<file path="config.mk">
export PLATFORM = sky130hd
export DESIGN_NAME = cfgp_port
export DESIGN_NICKNAME = d
export VERILOG_FILES = /design/src/rtl/cfgp_pkg.sv /design/src/rtl/cfgp_lane_dec.sv /design/src/rtl/cfgp_win_dec.sv /design/src/rtl/cfgp_port.sv
export SDC_FILE = /design/constraint.sdc
export NUM_CORES = 1
export LEC_CHECK = 0
export BUFFER_PORTS_ARGS = -buffer_cell sky130_fd_sc_hd__buf_2
export CAP_MARGIN = 15
export CORE_AREA = 2 2 131 82
export CTS_BUF_LIST = sky130_fd_sc_hd__clkbuf_8
export CTS_CLUSTER_DIAMETER = 50
export DETAILED_ROUTE_END_ITERATION = 7
export DIE_AREA = 0 0 133 84
export PLACE_DENSITY = 0.75
export SYNTH_ARGS = -nofsm -noshare
export SYNTH_HDL_FRONTEND = slang
export SYNTH_SLANG_ARGS = --single-unit
</file>
<file path="constraint.sdc">
create_clock -name clk -period 3.4 [get_ports clk]
set_input_delay 0.34 -clock clk [delete_from_list [all_inputs] [get_ports clk]]
set_output_delay 0.34 -clock clk [all_outputs]
set_load 0.1 [all_outputs]
</file>
<file path="src/rtl/cfgp_pkg.sv">
package cfgp_pkg;
   typedef enum logic [1:0] {
      SZ_BYTE = 2'd0,
      SZ_HALF = 2'd1,
      SZ_WORD = 2'd2,
      SZ_WIDE = 2'd3
   } xfer_size_e;

   typedef enum logic [1:0] {
      HIT_NONE = 2'd0,
      HIT_ADDR = 2'd1,
      HIT_CFG  = 2'd2,
      HIT_IO   = 2'd3
   } hit_e;

   typedef enum logic [1:0] {
      ST_IDLE = 2'd0,
      ST_WAIT = 2'd1,
      ST_DONE = 2'd2
   } seq_state_e;
endpackage

</file>
<file path="src/rtl/cfgp_lane_dec.sv">
module cfgp_lane_dec
   import cfgp_pkg::*;
#(
   parameter int unsigned LANES = 4,
   localparam int unsigned OFS_W = $clog2(LANES)
) (
   input  xfer_size_e       size,
   input  logic [OFS_W-1:0] ofs,
   output logic [LANES-1:0] be
);
   logic [OFS_W-1:0] half_base;
   logic [OFS_W-1:0] word_base;

   always_comb begin
      half_base = ofs & ~OFS_W'(1);
      word_base = ofs & ~OFS_W'(3);
      case (size)
         SZ_BYTE: be = LANES'(1) << ofs;
         SZ_HALF: be = LANES'(3) << half_base;
         default: be = LANES'(15) << word_base;
      endcase
   end
endmodule

</file>
<file path="src/rtl/cfgp_win_dec.sv">
module cfgp_win_dec
   import cfgp_pkg::*;
#(
   parameter int unsigned ADDR_W   = 12,
   parameter int unsigned OFS_W    = 2,
   parameter int unsigned ADDR_OFS = 'h064,
   parameter int unsigned CFG_OFS  = 'h068,
   parameter int unsigned IO_OFS   = 'h06C
) (
   input  logic [ADDR_W-1:0] addr,
   output hit_e              hit
);
   localparam int unsigned TAG_W = ADDR_W - OFS_W;
   localparam logic [TAG_W-1:0] ADDR_TAG = TAG_W'(ADDR_OFS >> OFS_W);
   localparam logic [TAG_W-1:0] CFG_TAG  = TAG_W'(CFG_OFS >> OFS_W);
   localparam logic [TAG_W-1:0] IO_TAG   = TAG_W'(IO_OFS >> OFS_W);

   logic [TAG_W-1:0] tag;

   always_comb begin
      tag = addr[ADDR_W-1:OFS_W];
      if (tag == ADDR_TAG)      hit = HIT_ADDR;
      else if (tag == CFG_TAG)  hit = HIT_CFG;
      else if (tag == IO_TAG)   hit = HIT_IO;
      else                      hit = HIT_NONE;
   end
endmodule

</file>
<file path="src/rtl/cfgp_port.sv">
module cfgp_port
   import cfgp_pkg::*;
#(
   parameter int unsigned ADDR_W   = 12,
   parameter int unsigned DATA_W   = 32,
   parameter int unsigned ADDR_OFS = 'h064,
   parameter int unsigned CFG_OFS  = 'h068,
   parameter int unsigned IO_OFS   = 'h06C,
   localparam int unsigned LANES   = DATA_W / 8,
   localparam int unsigned OFS_W   = $clog2(LANES)
) (
   input  logic              clk,
   input  logic              rst_n,
   input  logic              h_req,
   input  logic              h_we,
   input  logic [ADDR_W-1:0] h_addr,
   input  logic [1:0]        h_size,
   input  logic [DATA_W-1:0] h_wdata,
   output logic [DATA_W-1:0] h_rdata,
   output logic              h_ready,
   output logic              dn_req,
   output logic              dn_io,
   output logic              dn_we,
   output logic [DATA_W-1:0] dn_addr,
   output logic [LANES-1:0]  dn_be,
   output logic [DATA_W-1:0] dn_wdata,
   input  logic              dn_ack,
   input  logic [DATA_W-1:0] dn_rdata
);
   generate
      if (DATA_W != 32) begin : g_bad_width
         $error("cfgp_port: windows are word spaced, DATA_W must be 32");
      end
      if (ADDR_W < 8) begin : g_bad_addr
         $error("cfgp_port: ADDR_W too small for the window offsets");
      end
   endgenerate

   hit_e             hit;
   logic [LANES-1:0] be_now;
   logic [DATA_W-1:0] rd_lanes;

   seq_state_e        state_q;
   logic [DATA_W-1:0] addr_q;
   logic [DATA_W-1:0] rdata_q;
   logic              ready_q;
   logic              req_q;
   logic              io_q;
   logic              we_q;
   logic [LANES-1:0]  be_q;
   logic [DATA_W-1:0] wdata_q;

   cfgp_win_dec #(
      .ADDR_W  (ADDR_W),
      .OFS_W   (OFS_W),
      .ADDR_OFS(ADDR_OFS),
      .CFG_OFS (CFG_OFS),
      .IO_OFS  (IO_OFS)
   ) i_dec (
      .addr(h_addr),
      .hit (hit)
   );

   cfgp_lane_dec #(
      .LANES(LANES)
   ) i_lane (
      .size(xfer_size_e'(h_size)),
      .ofs (h_addr[OFS_W-1:0]),
      .be  (be_now)
   );

   generate
      for (genvar l = 0; l < LANES; l++) begin : g_rd_lane
         assign rd_lanes[l*8 +: 8] = be_q[l] ? dn_rdata[l*8 +: 8] : 8'h00;
      end
   endgenerate

   always_ff @(posedge clk) begin
      if (!rst_n) begin
         state_q <= ST_IDLE;
         addr_q  <= '0;
         rdata_q <= '0;
         ready_q <= 1'b0;
         req_q   <= 1'b0;
         io_q    <= 1'b0;
         we_q    <= 1'b0;
         be_q    <= '0;
         wdata_q <= '0;
      end else begin
         case (state_q)
            ST_IDLE: begin
               if (h_req) begin
                  case (hit)
                     HIT_ADDR: begin
                        if (h_we) addr_q  <= h_wdata;
                        else      rdata_q <= addr_q;
                        ready_q <= 1'b1;
                        state_q <= ST_DONE;
                     end
                     HIT_CFG, HIT_IO: begin
                        req_q   <= 1'b1;
                        io_q    <= (hit == HIT_IO);
                        we_q    <= h_we;
                        be_q    <= be_now;
                        wdata_q <= h_wdata;
                        state_q <= ST_WAIT;
                     end
                     default: begin
                        if (!h_we) rdata_q <= '0;
                        ready_q <= 1'b1;
                        state_q <= ST_DONE;
                     end
                  endcase
               end
            end
            ST_WAIT: begin
               if (dn_ack) begin
                  req_q   <= 1'b0;
                  if (!we_q) rdata_q <= rd_lanes;
                  ready_q <= 1'b1;
                  state_q <= ST_DONE;
               end
            end
            default: begin
               ready_q <= 1'b0;
               state_q <= ST_IDLE;
            end
         endcase
      end
   end

   assign h_rdata  = rdata_q;
   assign h_ready  = ready_q;
   assign dn_req   = req_q;
   assign dn_io    = io_q;
   assign dn_we    = we_q;
   assign dn_be    = be_q;
   assign dn_wdata = wdata_q;
   assign dn_addr  = io_q ? addr_q : {addr_q[DATA_W-1:2], 2'b00};
endmodule

</file>
==> results of run 1 <==
-- cell usage after synthesis (2+ instances only) --
cell type	n	area, um^2
sky130_fd_sc_hd__buf_1	2	7.51
sky130_fd_sc_hd__nand2_1	68	255
sky130_fd_sc_hd__and2_1	2	12.5
sky130_fd_sc_hd__mux2i_1	32	320
sky130_fd_sc_hd__a22oi_1	8	60.1
sky130_fd_sc_hd__buf_4	30	225
sky130_fd_sc_hd__nor4b_1	2	17.5
sky130_fd_sc_hd__clkbuf_1	32	120
sky130_fd_sc_hd__inv_1	3	11.3
sky130_fd_sc_hd__nor2_1	40	150
sky130_fd_sc_hd__dfxtp_1	106	2120
sky130_fd_sc_hd__a32oi_1	24	210
sky130_fd_sc_hd__buf_2	6	30.0
sky130_fd_sc_hd__a21oi_1	69	345
sky130_fd_sc_hd__a211oi_1	36	270
sky130_fd_sc_hd__nor3_1	6	30.0
sky130_fd_sc_hd__nand2b_1	3	18.8
sky130_fd_sc_hd__and2_0	2	12.5
sky130_fd_sc_hd__buf_6	3	33.8
-- stage by stage --
stage / power (uW) / setup slack [ns] / hold slack (ns) / std cells / area, um^2
CTS: 2510 / 0.891 / 0.205 / 767 / 5410
finish: 2490 / 0.898 / 0.229 / 767 / 5410
floorplan: 1550 / 1.24 / 0.436 / 489 / 4400
global route: 2580 / 0.794 / 0.208 / 767 / 5410
global placement: 1650 / 0.697 / 0.435 / 751 / 5180
detailed placement: 1650 / 0.628 / 0.441 / 751 / 5180
-- final timing paths --
kind,startpoint,to,cells past startpoint
worst min-delay path,h_wdata[10],addr_q[10]$_SDFFE_PN0P_,3
worst max register to register,state_q[1]$_SDFFE_PN0P_,addr_q[1]$_SDFFE_PN0P_,5
worst max-delay path,state_q[1]$_SDFFE_PN0P_,addr_q[1]$_SDFFE_PN0P_,5
worst min register to register,dn_wdata[24]$_SDFFE_PN0P_,dn_wdata[24]$_SDFFE_PN0P_,2
-- registers in the layout, indices dropped and copies added (netlist names) --
signal    count
addr_q       32
dn_wdata     32
h_rdata      32
dn_be         4
state_q       2
dn_io         1
dn_req        1
dn_we         1
h_ready       1
-- power by group --
group	switching (uW)	leakage (uW)	internal [uW]
Combinational	266	0.00154	79.1
Sequential	14.4	0.000859	1270
Clock	407	0.000121	453
-- critical path, delay by kind of cell (launching register included) --
kind	cells	cell delay (ns)
mux	1	0.20
flops	1	0.38
buf+inv	1	0.36
simple gates	3	1.42
-- routing by layer --
metal / vias up / wire length (um)
met4: 0 / 28
met2: 166 / 5960
met3: 2 / 1140
met5: - / 0
met1: 1952 / 5730
li1: 1973 / -
-- kinds of logic after synthesis --
family | Yosys count | share of synthesized area [%]
AOI/OAI and AO/OA | 139 | 20.5
buffers and inverters | 77 | 9.82
DFF | 106 | 48.3
muxes | 32 | 7.28
and+or+nand+nor | 135 | 14.1
-- cell type report --
cell class | count | area [um^2]
clock buffers | 11 | 151
clock inverters | 5 | 77.6
repair buffers | 196 | 1010
flip-flops and latches | 106 | 2120
fillers | 956 | 4710
well taps | 139 | 174
inverters | 4 | 16.3
multi-input cells | 306 | 1860
==> impl_metrics.toml, run 1 <==
[sta]
finalClockSkew_ns = 0.00832
rsz0062_at_grt = "no"
period_minus_slack_ns = 2.50
timing.setup.tns_ns = 0
setup_violations = 0
timing.max_slew.rel_slack_pct = 38.3
min_period_over_period_pct = 73.6
tightest_slew_ns = 0.917
finalMaxSlewViolations = 0
hold_violations = 0
max_clock_freq_ghz = 0.400

[min_path]
hp-class = "input port to flip-flop"

[cells_and_area]
finish.net_count = 706
post_route_cells_drive_above_1_share_pct = 35.0
final_cell_mix = "186 x sky130_fd_sc_hd__buf_2, 106 x sky130_fd_sc_hd__dfxtp_1, 69 x sky130_fd_sc_hd__a21oi_1"
diodes = 0
synthToLayoutAreaGrowth_pct = 23.0
postLayoutCoreUtil_pct = 53.4
mostFrequentLayoutCell = "sky130_fd_sc_hd__buf_2"

[global_route]
grt_first_pass_wirelength_um = 20400
grt_overflow = 0
groute.usage.overall_pct = 23.1
antenna_violations_before_repair = 0
groute.layer.met1.usage_pct = 29.9
global_route.usage.met2_pct = 38.5
groute.layer.met3.usage_pct = 6.92
grt_pass1_vias = 3981
grt_start_max_net_pins = 41
grt.busiest_layer = "met2"

[detailed_routing]
avgViaCountPerCell = 5.34
drt_first_iter_violations = 190
drt_drc_violations_left = 0
routed_wl_um = 12900
num_vias = 4093
ant_nets = 0
routed_wire_length_per_instance_um = 16.8
drt_first_pass_iters = 4

[place]
globalplace.congestion = 0.820
io_buffer_count = 186
place_hpwl_um = 9100

[clocking]
numClockSinks = 106
clk-insertion-delay-late_ns = 0.36
cts_setup_buffers = 0
clkTransAtPathRegs_ns = 0.10
cts_made_buffers = 9
cts_hold_buffers = 0
post_cts.resized_instances = 0
cts.htree.levels = 3
cts.root.buffer_cell = "sky130_fd_sc_hd__clkbuf_8"
max-clock-path-buffers = 2
tritoncts_clock_tree = "done"

[die]
die_height_um = 84
rows = 29
core_mm2 = 0.0101
die_area_mm2 = 0.0112
die_w_um = 133
pin_count = 187
floorplan.initialDensity_pct = 43.4

[setup_path]
max_stage_delay_ns = 0.84
timing.setup.critical_path_class = "flip-flop to flip-flop"
crit_path_end_kind = "flip-flop"
crit_fanout = 18
timing.critical_path.slowest_stage_cell = "sky130_fd_sc_hd__or4_2"
cp-start-kind = "flip-flop"
worstPathRequired_ns = 3.64
crit_path_cell_trace = "or4bb_1, or4_2, buf_4, mux2i_1, nor2_1"
r2r_setup_slack_ns = 0.90
worst-endpoint-arrival_ns = 2.74

[synth]
dominantRegCellSynth = "sky130_fd_sc_hd__dfxtp_1"
synth.ff_latch_count = 106
synth_enable_flop_cells = 0
synthesis.area_per_instance_um2 = 8.99
netlist_instances = 489
yosys.cell_types.count = 34
synth.cell_area_mm2 = 0.00440
syn-num-nets = 572
ys_async_sr_fraction_pct = 0
sequential_area_share_after_synthesis_pct = 48.3
synthesis.yosys.warnings = 0

[status]
outcome = "finished clean"

[power]
leakagePower_uw = 0.00252
ir_worst_vdd_mv = 0.215
power.density_mw_per_mm2 = 460

[job]
maxCapViolCount = 0
Power figures use the tool's default switching activity.
==> run 2, diff against run 1 <==
--- a/config.mk
+++ b/config.mk
@@ -12,7 +12,7 @@
 export CTS_CLUSTER_DIAMETER = 50
 export DETAILED_ROUTE_END_ITERATION = 7
 export DIE_AREA = 0 0 133 84
-export PLACE_DENSITY = 0.75
+export PLACE_DENSITY = 0.78
 export SYNTH_ARGS = -nofsm -noshare
 export SYNTH_HDL_FRONTEND = slang
 export SYNTH_SLANG_ARGS = --single-unit
==> constraint.sdc (replaced) <==
create_clock -name clk -period 2.06 [get_ports clk]
set_input_delay 0.206 -clock clk [delete_from_list [all_inputs] [get_ports clk]]
set_output_delay 0.206 -clock clk [all_outputs]
set_load 0.1 [all_outputs]
==> run 2 against run 1 <==
Net effect:
- sequential power up 65%
- combinational power up 70%
- clock power up 29%
- worst setup slack worse by 0.73 ns
- sequential cell count unchanged
- utilization up 1.1 points
- global-route usage up 0.61 points
- final area up 2.0%
- die area unchanged
- critical path depth unchanged
- first-iteration DRC count up 36%
==> impl_metrics.toml, run 2 (synthesized netlist as in run 1, its figures left out) <==
[clocking]
cts_hold_buffers = 0
cts.htree.levels = 3
max-clock-path-buffers = 2
post_cts.resized_instances = 1
tritoncts_clock_tree = "done"
clk-insertion-delay-late_ns = 0.36
cts_made_buffers = 9
cts_setup_buffers = 0
numClockSinks = 106
clkTransAtPathRegs_ns = 0.10
cts.root.buffer_cell = "sky130_fd_sc_hd__clkbuf_8"

[power]
clock_power_share_pct = 29.2
pwr-share-comb_pct = 15.4
leakagePower_uw = 0.00257
switchingPower_uw = 1160
cellInternalPower_uw = 2650
power.density_mw_per_mm2 = 691
power.switching_fraction_pct = 30.3
p_seq_share_pct = 55.4
ir_worst_vdd_mv = 0.346

[setup_path]
crit_path_end_kind = "flip-flop"
r2r_end = "h_rdata[1]$_SDFFE_PN0P_"
reg2reg_from = "state_q[0]$_SDFFE_PN0P_"
timing.reg2reg.worst_path_depth = 5
timing.setup.critical_path_class = "flip-flop to flip-flop"
worstPathRequired_ns = 2.34
r2r_setup_slack_ns = 0.17
worst-endpoint-arrival_ns = 2.17
crit_fanout = 8
cp-start-kind = "flip-flop"

[die]
rows = 29
pin_count = 187
die_w_um = 133
core_mm2 = 0.0101
die_area_mm2 = 0.0112
floorplan.initialDensity_pct = 43.4
die_height_um = 84

[cells_and_area]
final_cell_area_mm2 = 0.00552
post_route_cells_drive_above_1_share_pct = 36.4
synthToLayoutAreaGrowth_pct = 25.4
final_cell_mix = "186 x sky130_fd_sc_hd__buf_2, 106 x sky130_fd_sc_hd__dfxtp_1, 69 x sky130_fd_sc_hd__a21oi_1"
finish.net_count = 722
diodes = 0
mostFrequentLayoutCell = "sky130_fd_sc_hd__buf_2"
postLayoutCoreUtil_pct = 54.5

[place]
globalplace.congestion = 0.823
place_hpwl_um = 9730
pre_cts_slack_ns = -0.168
placed_area_mm2 = 0.00535
io_buffer_count = 186

[sta]
finalClockSkew_ns = 0.00793
tightest_slew_ns = 0.537
rsz0062_at_grt = "no"
timing.max_slew.rel_slack_pct = 64.2
timing.hold.ws_ns = 0.0868
hold_violations = 0
setup_violations = 0
fin_ws_ns = 0.167
period_minus_slack_ns = 1.89
finalMaxSlewViolations = 0
min_period_over_period_pct = 91.9
max_clock_freq_ghz = 0.528

[detailed_routing]
drt_drc_violations_left = 0
routed_wl_um = 13400
avgViaCountPerCell = 5.50
drt_first_iter_violations = 258
drt_first_pass_iters = 4
ant_nets = 0
routed_wire_length_per_instance_um = 17.2
num_vias = 4297

[global_route]
grt_pass1_vias = 4173
antenna_violations_before_repair = 0
groute.usage.overall_pct = 23.7
grt_first_pass_wirelength_um = 20900
grt_overflow = 0
grt_start_max_net_pins = 40

[job]
maxCapViolCount = 0

[min_path]
min_to = "dn_wdata[15]$_SDFFE_PN0P_"
worstHoldPathCells = 3
hp-class = "input port to flip-flop"
hold_path.startpoint = "h_wdata[15]"

[status]
outcome = "finished clean"
run 2: changes by cell type in the layout (fill, tap and decap cells not counted), sizes merged:
cell / change
clkinv: -1
clkinvlp: +3
buf: +16
bufinv: -2
clkbuf: -2
run 2: area by class of cell:
cell class,instances,area [um^2]
Multi-Input combinational cell,306,1860
Fill cell,967,4610
Clock inverter,5,35.0
Timing Repair Buffer,212,1180
Sequential cell,106,2120
Tap cell,139,174
Clock buffer,9,124
Inverter,4,16.3
run 2: worst max path at each step:
| stage | cells past startpoint | slack [ns] | end | from |
|---|---|---|---|---|
| global placement | 6 | -0.11 | addr_q[14]$_SDFFE_PN0P_ | h_addr[11] |
| global route | 5 | 0.06 | h_rdata[3]$_SDFFE_PN0P_ | state_q[0]$_SDFFE_PN0P_ |
| detailed placement | 6 | -0.17 | addr_q[12]$_SDFFE_PN0P_ | h_addr[11] |
| CTS | 5 | 0.04 | addr_q[19]$_SDFFE_PN0P_ | state_q[1]$_SDFFE_PN0P_ |
| floorplan | 1 | 0.03 | dn_addr[0] | dn_io$_SDFFE_PN0P_ |
| finish | 5 | 0.17 | h_rdata[1]$_SDFFE_PN0P_ | state_q[0]$_SDFFE_PN0P_ |
run 2: worst max-delay path: stages, from the launching register on:
cell and delay, ns:
sky130_fd_sc_hd__dfxtp_1 0.35, sky130_fd_sc_hd__buf_4 0.15, sky130_fd_sc_hd__nor2b_2 0.35, sky130_fd_sc_hd__and2_0 0.52, sky130_fd_sc_hd__a22oi_1 0.20, sky130_fd_sc_hd__a211oi_1 0.25
run 2: layer usage:
layer,wire length [um],vias up,global-route usage (%)
met2,6220,209,38.2
li1,-,2004,-
met1,5800,2060,30.4
met3,1160,24,6.80
met4,258,0,8.41
met5,0,-,0
run 2: stage by stage:
stage / power [uW] / setup TNS (ns) / instances
finish: 3810 / 0 / 781
CTS: 3840 / 0 / 781
floorplan: 2560 / 0 / 489
detailed placement: 2740 / -3.79 / 767
global placement: 2730 / -2.12 / 767
global route: 3970 / 0 / 781
run 2: power by group through the flow:
stage	sequential (uW)	clock [uW]	combinational (uW)
CTS	2110	1150	583
floorplan	2440	0	117
finish	2110	1110	586
detailed placement	2160	0	582
global placement	2160	0	573
global route	2120	1240	613
==> run 3, diff against run 2 <==
--- a/config.mk
+++ b/config.mk
@@ -7,11 +7,11 @@
 export LEC_CHECK = 0
 export BUFFER_PORTS_ARGS = -buffer_cell sky130_fd_sc_hd__buf_2
 export CAP_MARGIN = 15
-export CORE_AREA = 2 2 131 82
+export CORE_AREA = 5 5 134 85
 export CTS_BUF_LIST = sky130_fd_sc_hd__clkbuf_8
 export CTS_CLUSTER_DIAMETER = 50
 export DETAILED_ROUTE_END_ITERATION = 7
-export DIE_AREA = 0 0 133 84
+export DIE_AREA = 0 0 139 90
 export PLACE_DENSITY = 0.78
 export SYNTH_ARGS = -nofsm -noshare
 export SYNTH_HDL_FRONTEND = slang
==> run 3 against run 2 <==
Net effect:
- total power grew 3.0%
- wire length grew 0.53%
- largest power group unchanged
- worst setup slack gained 0.0049 ns
- clock power grew 11%
- critical endpoint is now dn_wdata[11]$_SDFFE_PN0P_
- highest routed layer unchanged
- count of clock-buffer cells in the layout is the same
- first-iteration DRC count grew 3.5%
- critical path depth grew 1
- register-to-register slack is essentially flat
==> impl_metrics.toml, run 3 (synthesized netlist as in run 1, its figures left out) <==
[status]
outcome = "finished clean"

[sta]
setup_violations = 0
finalMaxSlewViolations = 0
period_minus_slack_ns = 1.89
rsz0062_at_grt = "no"
timing.max_slew.rel_slack_pct = 65.8
max_clock_freq_ghz = 0.529
tightest_slew_ns = 0.517
fin_ws_ns = 0.171
timing.setup.tns_ns = 0
finalClockSkew_ns = 0.00470
timing.hold.ws_ns = 0.0941
min_period_over_period_pct = 91.7
hold_violations = 0

[job]
maxCapViolCount = 0

[clocking]
cts_made_buffers = 9
numClockSinks = 106
post_cts.resized_instances = 0
cts_setup_buffers = 0
clkTransAtPathRegs_ns = 0.10
cts.root.buffer_cell = "sky130_fd_sc_hd__clkbuf_8"
cts_hold_buffers = 0
cts.htree.levels = 3
tritoncts_clock_tree = "done"
clk-insertion-delay-late_ns = 0.35
max-clock-path-buffers = 2

[setup_path]
worst-endpoint-arrival_ns = 2.11
crit_fanout = 14
timing.setup.critical_path_class = "flip-flop to flip-flop"
cp-start-kind = "flip-flop"
reg2reg_from = "state_q[0]$_SDFFE_PN0P_"
crit_path_end_kind = "flip-flop"
worst_setup_path_startpoint = "state_q[0]$_SDFFE_PN0P_"
worstPathRequired_ns = 2.28

[global_route]
grt_first_pass_wirelength_um = 21500
antenna_violations_before_repair = 0
grt_overflow = 0
grt_pass1_vias = 4160
groute.usage.overall_pct = 20.8
grt_start_max_net_pins = 107

[detailed_routing]
ant_nets = 0
num_vias = 4191
wl_met1_um = 5690
detailroute.wirelength.met2_um = 6340
routed.top_layer = "met4"
avgViaCountPerCell = 5.37
routed_wire_length_per_instance_um = 17.3
routed_wl_um = 13500
drt_drc_violations_left = 0
dr_wl_met3_um = 1350
drt_first_iter_violations = 267
drt_first_pass_iters = 4

[power]
power.density_mw_per_mm2 = 712
power.switching_fraction_pct = 29.3
ir_worst_vdd_mv = 0.322
pwr-share-comb_pct = 14.9
cellInternalPower_uw = 2770
clock_power_share_pct = 31.4
totalPowerFinal_uw = 3930
switchingPower_uw = 1150
leakagePower_uw = 0.00257
p_seq_share_pct = 53.8

[die]
die_w_um = 139
pin_count = 187
die_height_um = 90
die_area_mm2 = 0.0125
rows = 29
core_mm2 = 0.0102
floorplan.initialDensity_pct = 43.3

[cells_and_area]
mostFrequentLayoutCell = "sky130_fd_sc_hd__buf_2"
synthToLayoutAreaGrowth_pct = 25.4
diodes = 0
layout_cells_excl_fill = 780
final_cell_mix = "186 x sky130_fd_sc_hd__buf_2, 106 x sky130_fd_sc_hd__dfxtp_1, 69 x sky130_fd_sc_hd__a21oi_1"
finish.net_count = 721
post_route_cells_drive_above_1_share_pct = 36.5

[place]
place_hpwl_um = 9780
io_buffer_count = 186
globalplace.congestion = 0.813
pre_cts_slack_ns = -0.136
dpl.cell_count = 766

[min_path]
hold_path.startpoint = "h_wdata[12]"
hp-class = "input port to flip-flop"
==> run 3: per-layer routing <==
layer  global-route usage (%)  vias up
li1                         -     1999
met3                     7.58       16
met5                        0        -
met1                     26.3     1985
met2                     34.5      191
met4                     4.23        0
==> run 3: worst paths after layout <==
| kind | endpoint | slack [ns] | cells after the start |
|---|---|---|---|
| max | dn_wdata[11]$_SDFFE_PN0P_ | 0.17 | 6 |
| min | addr_q[12]$_SDFFE_PN0P_ | 0.09 | 3 |
| max reg2reg | dn_wdata[11]$_SDFFE_PN0P_ | 0.17 | 6 |
| min reg2reg | dn_wdata[9]$_SDFFE_PN0P_ | 0.45 | 2 |
==> run 3: through the flow <==
step | area (um^2) | util [%]
finish | 5520 | 54.3
global route | 5520 | 54.3
CTS | 5500 | 54.1
detailed placement | 5320 | 52.3
global placement | 5320 | 52.3
floorplan | 4400 | -
==> run 3: critical path: stages, from the launching register on <==
cell	delay [ns]
sky130_fd_sc_hd__dfxtp_1	0.35
sky130_fd_sc_hd__buf_4	0.16
sky130_fd_sc_hd__nor4bb_1	0.41
sky130_fd_sc_hd__nand3_2	0.35
sky130_fd_sc_hd__buf_4	0.33
sky130_fd_sc_hd__nand2_1	0.09
sky130_fd_sc_hd__a21oi_1	0.07
==> run 3: layout make-up <==
class | count | area, um^2
sequential | 106 | 2120
clock inverter | 5 | 57.6
fill | 974 | 4640
tap | 139 | 174
inverter | 4 | 16.3
timing repair buffer | 211 | 1160
clock buffer | 9 | 124
multi-input combinational | 306 | 1860
==> run 3: power by group through the flow <==
stage	clock, uW	sequential (uW)	combinational (uW)
after CTS	1280	2110	584
after global placement	0	2160	575
after detailed placement	0	2160	584
final	1230	2110	584
after global routing	1370	2120	613
after floorplan	0	2440	117
